$ cat config.mk
export PLATFORM = sky130hd
export DESIGN_NAME = cmos_lock_ram
export DESIGN_NICKNAME = d
export VERILOG_FILES = /design/src/rtl/cmos_lock_ram.sv
export SDC_FILE = /design/constraint.sdc
export NUM_CORES = 1
export LEC_CHECK = 0
export ABC_CLOCK_PERIOD_IN_PS = 2700
export BUFFER_PORTS_ARGS = -buffer_cell sky130_fd_sc_hd__buf_2
export CELL_PAD_IN_SITES_DETAIL_PLACEMENT = 1
export CELL_PAD_IN_SITES_GLOBAL_PLACEMENT = 1
export CORE_ASPECT_RATIO = 1.75
export CORE_MARGIN = 2
export CORE_UTILIZATION = 49
export CTS_CLUSTER_SIZE = 28
export DETAILED_ROUTE_END_ITERATION = 10
export GPL_TIMING_DRIVEN = 0
export PLACE_DENSITY = 0.74
export SKIP_CTS_REPAIR_TIMING = 1
export SYNTH_ARGS = -nofsm -noshare
export SYNTH_HDL_FRONTEND = slang
export SYNTH_SLANG_ARGS = --single-unit
$ cat constraint.sdc
create_clock -name clk -period 2.7 [get_ports clk]
set_input_delay 0.135 -clock clk [delete_from_list [all_inputs] [get_ports clk]]
set_output_delay 0.135 -clock clk [all_outputs]
set_load 0.02 [all_outputs]
$ cat src/rtl/cmos_lock_ram.sv
module cmos_lock_ram #(
  parameter int DEPTH      = 128,
  parameter int WIN_BYTES  = 8,
  parameter logic [7:0] FILL     = 8'hFF,
  parameter logic [7:0] WELL_DEF = 8'hA5,
  localparam int AW = $clog2(DEPTH),
  localparam int WW = $clog2(WIN_BYTES),
  localparam int BW = AW - WW
) (
  input  logic          clk,
  input  logic          hard_rst_n,
  input  logic          well_rst_n,
  input  logic          idx_we,
  input  logic          dat_we,
  input  logic          dat_re,
  input  logic [7:0]    wdata,
  output logic [7:0]    rdata,
  input  logic          cfg_we,
  input  logic [1:0]    cfg_addr,
  input  logic [7:0]    cfg_wdata,
  output logic [7:0]    cfg_rdata,
  input  logic [BW-1:0] win0_base,
  input  logic [BW-1:0] win1_base
);

  logic [7:0]    mem [DEPTH];
  logic [AW-1:0] idx;
  logic [1:0]    lock;
  logic          pwr_flag;
  logic [7:0]    well_cfg;

  wire hit0    = lock[0] && (idx[AW-1:WW] == win0_base);
  wire hit1    = lock[1] && (idx[AW-1:WW] == win1_base);
  wire blocked = hit0 || hit1;

  always_ff @(posedge clk)
    if (dat_we && !blocked) mem[idx] <= wdata;

  always_ff @(posedge clk or negedge hard_rst_n) begin
    if (!hard_rst_n) begin
      idx   <= '0;
      lock  <= '0;
      rdata <= '0;
    end else begin
      if (dat_re) rdata <= blocked ? FILL : mem[idx];
      if (idx_we) idx <= wdata[AW-1:0];
      if (cfg_we && cfg_addr == 2'd0) lock <= lock | cfg_wdata[1:0];
    end
  end

  always_ff @(posedge clk or negedge well_rst_n) begin
    if (!well_rst_n) begin
      pwr_flag <= 1'b1;
      well_cfg <= WELL_DEF;
    end else begin
      if (cfg_we && cfg_addr == 2'd1 && cfg_wdata[0]) pwr_flag <= 1'b0;
      if (cfg_we && cfg_addr == 2'd2) well_cfg <= cfg_wdata;
    end
  end

  always_comb begin
    case (cfg_addr)
      2'd0:    cfg_rdata = {6'd0, lock};
      2'd1:    cfg_rdata = {7'd0, pwr_flag};
      2'd2:    cfg_rdata = well_cfg;
      default: cfg_rdata = 8'd0;
    endcase
  end

endmodule

---- Yosys cells after proc, flatten, opt, wreduce, memory -nomap -nowiden ----
Memory sizes are Yosys's and may differ from the RTL's.
Index checks and enable logic that the tools add are counted.
cells by class
  $add $sub $neg .......................... 0
  $mul .................................... 0
  div/mod/pow operators ................... 0
  order comparisons ....................... 0
  equality and inequality tests ........... 4
  shifts and indexed selects .............. 0
  mux-type cells .......................... 4
  bitwise logic cells ..................... 1
  reductions and logical operators ........ 10
operators by type and width
  cell                number
  $pmux 8 s3          1
  $eq 4x4->1          2
  $mux 8              1
  $logic_and 1x1->1   7
  $eq 2x1->1 const B  1
  $eq 2x2->1 const B  1
  $logic_not 2->1     1
  $mux 1              2
  $or 2x2->2          1
  $logic_not 1->1     1
  $logic_or 1x1->1    1
storage, ports and cells
  register bits ........................... 26
  latch bits .............................. 0
  bits in writable memories ............... 1,024
  ROM bits ................................ 0
  input bits .............................. 33
  output and inout bits ................... 16
  word-level logic and storage cells ...... 25
  memories kept ........................... 1
memory list
  memory  depth  bits a word  read ports  clocked after Yosys merged registers in  write ports  line  RTL
  mem     128    8            1           0                                        1            26    logic [7:0] mem [DEPTH];

---- Depth between registers and ports, before layout ----
  word-level depth ........................ 7
  mapped depth ............................ 13
  mapped depth without buffers ............ 7

---- Least setup slack after synthesis ----
OpenSTA, ideal clock, no wires.
  path type ............................... flip-flop to flip-flop
  from .................................... reg idx[2]
  to ...................................... mem mem[39][0], enable pin
  setup time .............................. 0.370 ns
  data arrival time ....................... 2.271 ns
  data required time ...................... 2.330 ns
  path slack .............................. 0.059 ns
  cell stages (with the launch flop) ...... 10
  buffers on the path ..................... 6
  period minus slack after synthesis ...... 2.641 ns
  cells stage by stage .................... dfrtp_1 > buf_4 > buf_4 > buf_4 > buf_2 > buf_2 > and3_1 > nand2_1 > clkbuf_1 > nor2_1
RTL lines
  item                      line  RTL
  start: declaration        27    logic [AW-1:0] idx;
  start signal: assignment  46    if (idx_we) idx <= wdata[AW-1:0];
  end: declaration          26
Straight into the memory's write port.

---- Final worst setup path ----
  from .................................... reg idx[0]
  to ...................................... reg rdata[0]
between the ends
  longest elaborated chain between the ends .. 2
ends and longest elaborated chain
  item                    line  RTL
  $mem_v2 128x8           -
  $mux 8                  45    if (dat_re) rdata <= blocked ? FILL : mem[idx];
  end signal: assignment  45
  end: declaration        17    output logic [7:0] rdata,
Every way passes these cells.
A chain may end at the register's enable or synchronous reset.

==> load_flow_metrics.sql <==
INSERT INTO impl_metrics (metric_group, metric, value, unit) VALUES
('sta', 'final_hold_vios', '8', ''),
('setup_path', 'cpLargestDelayFamily', 'buffers and inverters', ''),
('floorplanning', 'placeableCoreArea', '0.08303', 'mm^2'),
('logic_synthesis', 'synth_top_cell_area_share', '74.92', '%'),
('grt', 'global_route.overflow_total', '0', ''),
('cells_and_area', 'final_layout_size_suffix_gt1_share', '33.53', '%'),
('cells_and_area', 'design_area', '0.05077', 'mm^2'),
('detailed_routing', 'wl', '185.5', 'mm'),
('detailed_routing', 'vias', '27971', ''),
('pwr', 'power_report.internal_total', '27270', 'uW'),
('detailed_routing', 'drt-initial-drc-count', '4785', ''),
('cells_and_area', 'layout.nets', '2663', ''),
('sta', 'timing.clock.skew', '45.50', 'ps'),
('setup_path', 'worst_ep_arrival_time', '3840', 'ps'),
('sta', 'hold_ws', '-17.93', 'ps'),
('sta', 'setup_viol_count_final', '917', ''),
('logic_synthesis', 'synth-async-reset-ratio', '2.476', '%'),
('clocking', 'cts_tree', 'built', ''),
('setup_path', 'critical-path-max-stage-delay', '420', 'ps'),
('sta', 'max_slew.worst_pin.slew', '1093', 'ps'),
('setup_path', 'worst-path-buf-inv', '7', ''),
('clocking', 'cts-root-to-sink-buffers', '3', ''),
('hold_path', 'hp_class', 'input port to async pin', ''),
('sta', 'rsz_0062_raised_after_global_routing', 'yes', ''),
('logic_synthesis', 'synth.largest_area_cell', 'sky130_fd_sc_hd__edfxtp_1', ''),
('cells_and_area', 'multi_input_comb_area', '0.01033', 'mm^2'),
('setup_path', 'cell_breakdown_of_the_critical_path', 'buf_12, buf_12, buf_16, buf_12, buf_8, buf_8, buf_4, nor2_1, a21oi_2, a21oi_2, a21oi_4, a31oi_4', ''),
('clocking', 'htree_num_levels', '3', ''),
('floorplanning', 'die-area', '0.08619', 'mm^2'),
('setup_path', 'cp.required', '3260', 'ps'),
('clocking', 'clock_slew_at_reported_path_ffs', '70', 'ps'),
('detailed_routing', 'firstDrtPassIters', '6', ''),
('floorplanning', 'rows', '140', ''),
('grt', 'grt_antenna_before_repair', '14', ''),
('pwr', 'share_comb_of_total_power', '15.1', '%'),
('logic_synthesis', 'synth.most_common_cell', 'sky130_fd_sc_hd__edfxtp_1', ''),
('placed_design', 'dp.final_hpwl', '112.9', 'mm'),
('run_status', 'run_status', 'complete, but fails checks', ''),
('cells_and_area', 'syn2layout_area_growth', '23.70', '%'),
('pwr', 'power_per_cell_area', '743.6', 'mW/mm^2'),
('sta', 'fmaxAchievable', '304.2', 'MHz'),
('grt', 'grt_first_pass_wirelength', '229.6', 'mm'),
('logic_synthesis', 'dominantRegCellSynth', 'sky130_fd_sc_hd__edfxtp_1', ''),
('floorplanning', 'dieWidth', '222.8', 'um'),
('grt', 'grt_pass1_vias', '26806', ''),
('logic_synthesis', 'post_synth_main_area_contributors', 'sky130_fd_sc_hd__edfxtp_1, sky130_fd_sc_hd__mux4_2, sky130_fd_sc_hd__a221oi_1, sky130_fd_sc_hd__mux2i_1, sky130_fd_sc_hd__nor2_1', ''),
('pwr', 'vdd_ir_drop_max', '0.0005507', 'V'),
('sta', 'final.setup.worst_slack', '-587.0', 'ps'),
('run_status', 'failed_checks', 'hold timing, setup timing', ''),
('logic_synthesis', 'synth_common_cells', 'sky130_fd_sc_hd__edfxtp_1, sky130_fd_sc_hd__nor2_1, sky130_fd_sc_hd__a221oi_1', ''),
('logic_synthesis', 'synthesis.instances', '2301', ''),
('floorplanning', 'initial_core_util', '49.43', '%'),
('clocking', 'cts.sink_count', '1050', ''),
('sta', 'final_max_tran_viols', '0', ''),
('detailed_routing', 'routedWlPerCell', '49.08', 'um'),
('pwr', 'power.switching', '10490', 'uW'),
('floorplanning', 'io_pins', '49', ''),
('sta', 'final_min_period_over_clock_period', '121.7', '%'),
('pwr', 'sw_frac_of_total', '27.78', '%'),
('detailed_routing', 'drt_drc_violations_left', '0', ''),
('logic_synthesis', 'yosysUniqueCellTypes', '68', ''),
('setup_path', 'cp_common_cell', 'sky130_fd_sc_hd__buf_12', ''),
('cells_and_area', 'num-fill-cells', '7094', ''),
('sta', 'final.min_clock_period', '3287', 'ps'),
('logic_synthesis', 'seq_area_frac_synth', '76.52', '%'),
('pwr', 'power.share.clock', '37.0', '%'),
('grt', 'grt_max_degree', '93', ''),
('placed_design', 'portbufs', '48', ''),
('setup_path', 'critical_path_peak_fanout', '10', ''),
('logic_synthesis', 'yosys_warnings', '0', ''),
('pwr', 'reg_power_share', '47.9', '%');
## routing by layer
layer / vias to the layer above / GRT usage [%] / routed length (um)
met2: 2738 / 62.54 / 83970
met4: 24 / 38.57 / 22570
met1: 14132 / 44.62 / 55660
met5: - / 0 / 238
li1: 10102 / - / -
met3: 975 / 10.54 / 23090
## path summary, 6_finish.rpt
check / startpoint / endpoint / slack, ps / depth (start not counted)
worst min register to register: pwr_flag$_DFFE_PN1P_ / pwr_flag$_DFFE_PN1P_ / 470 / 1
min in group clk: wdata[0] / mem[93][0]$_DFFE_PP_ / -10 / 1
worst max-delay path: idx[0]$_DFFE_PN0P_ / rdata[0]$_DFFE_PN0P_ / -590 / 12
worst max register to register: idx[0]$_DFFE_PN0P_ / rdata[0]$_DFFE_PN0P_ / -590 / 12
worst min-delay path: well_rst_n / well_cfg[2]$_DFFE_PN1P_ / -20 / 2
max in group asynchronous: hard_rst_n / idx[2]$_DFFE_PN0P_ / 1320 / 3
## cell type report
class / instances / share of cell area [%]
tap: 1065 / 2.624
timing repair buffer: 242 / 5.054
clock inverter: 56 / 1.240
sequential: 1050 / 61.86
inverter: 8 / 0.08132
buffer: 149 / 3.982
multi-input combinational: 1088 / 20.34
antenna: 7 / 0.03450
clock buffer: 115 / 4.788
## logic make-up (layout without fill, tap and decap cells)
kind of cell / after synthesis / after routing / synth area share [%]
flip-flops: 1050 / 1050 / 76.52
AO/OA/AOI/OAI: 479 / 479 / 8.526
AND/OR/NAND/NOR: 354 / 354 / 3.670
multiplexers: 250 / 250 / 9.163
buffers and inverters: 163 / 570 / 2.018
XOR/XNOR: 5 / 5 / 0.1067
other: 0 / 7 / 0
## worst reg2reg max path, delay by kind of cell (launching register included)
family,cells,cell delay [ps]
AOI/OAI and AO/OA,4,980
buffers and inverters,7,1670
DFF,1,380
and+or+nand+nor,1,110
## power by group through the flow
| stage | clock (uW) | combinational, uW | sequential, uW |
|---|---|---|---|
| after detailed placement | 0 | 4160 | 18400 |
| final | 14000 | 5690 | 18100 |
| after floorplan | 0 | 1770 | 18400 |
| after CTS | 13700 | 4180 | 18100 |
| after global routing | 14400 | 5560 | 18100 |
| after global placement | 0 | 4030 | 18500 |
## cells in the final DEF (no fill, tap or decap), types with 13 or more instances in the layout
cell | synthesis | routed
sky130_fd_sc_hd__o21ai_0 | 77 | 59
sky130_fd_sc_hd__nor2_4 | 0 | 90
sky130_fd_sc_hd__edfxtp_1 | 1024 | 1024
sky130_fd_sc_hd__buf_16 | 0 | 24
sky130_fd_sc_hd__o221ai_1 | 17 | 15
sky130_fd_sc_hd__clkbuf_16 | 0 | 99
sky130_fd_sc_hd__buf_4 | 18 | 130
sky130_fd_sc_hd__a221oi_1 | 135 | 118
sky130_fd_sc_hd__o22ai_1 | 16 | 13
sky130_fd_sc_hd__clkinv_2 | 0 | 18
sky130_fd_sc_hd__buf_6 | 9 | 41
sky130_fd_sc_hd__buf_12 | 0 | 64
sky130_fd_sc_hd__nor2_1 | 187 | 65
sky130_fd_sc_hd__o21ai_1 | 0 | 13
sky130_fd_sc_hd__mux4_2 | 91 | 91
sky130_fd_sc_hd__mux2_2 | 57 | 57
sky130_fd_sc_hd__nand2_1 | 89 | 66
sky130_fd_sc_hd__buf_2 | 65 | 45
sky130_fd_sc_hd__mux2i_1 | 99 | 95
sky130_fd_sc_hd__dlygate4sd3_1 | 0 | 20
sky130_fd_sc_hd__nand2_2 | 0 | 14
sky130_fd_sc_hd__clkbuf_1 | 57 | 24
sky130_fd_sc_hd__dfrtp_1 | 21 | 20
sky130_fd_sc_hd__nor2_2 | 2 | 34
sky130_fd_sc_hd__a21oi_1 | 76 | 59
sky130_fd_sc_hd__a221oi_2 | 0 | 14
sky130_fd_sc_hd__clkbuf_4 | 0 | 21
sky130_fd_sc_hd__a21oi_2 | 0 | 13
sky130_fd_sc_hd__a221o_1 | 25 | 25
sky130_fd_sc_hd__a22oi_1 | 50 | 39
sky130_fd_sc_hd__buf_8 | 0 | 29
## sequential cells by signal, summed over array words and instances, names as in the netlist
signal    flops
pwr_flag      1
idx           7
rdata         8
lock          2
well_cfg      8
mem        1024
## metrics by stage
step | instances | setup WS (ps) | total power (uW) | hold WS [ps] | utilization, %
after floorplan | 2301 | 59.03 | 20200 | -160.6 | -
after global placement | 3414 | -2774 | 22480 | -11.56 | 51.33
after detailed placement | 3424 | -2816 | 22590 | -3.026 | 51.65
after CTS | 3595 | -2806 | 35980 | -758.1 | 55.34
after global routing | 3773 | -539.8 | 38010 | -3.882 | 61.13
final | 3780 | -587.0 | 37760 | -17.93 | 61.15
Power figures use the tool's default switching activity.
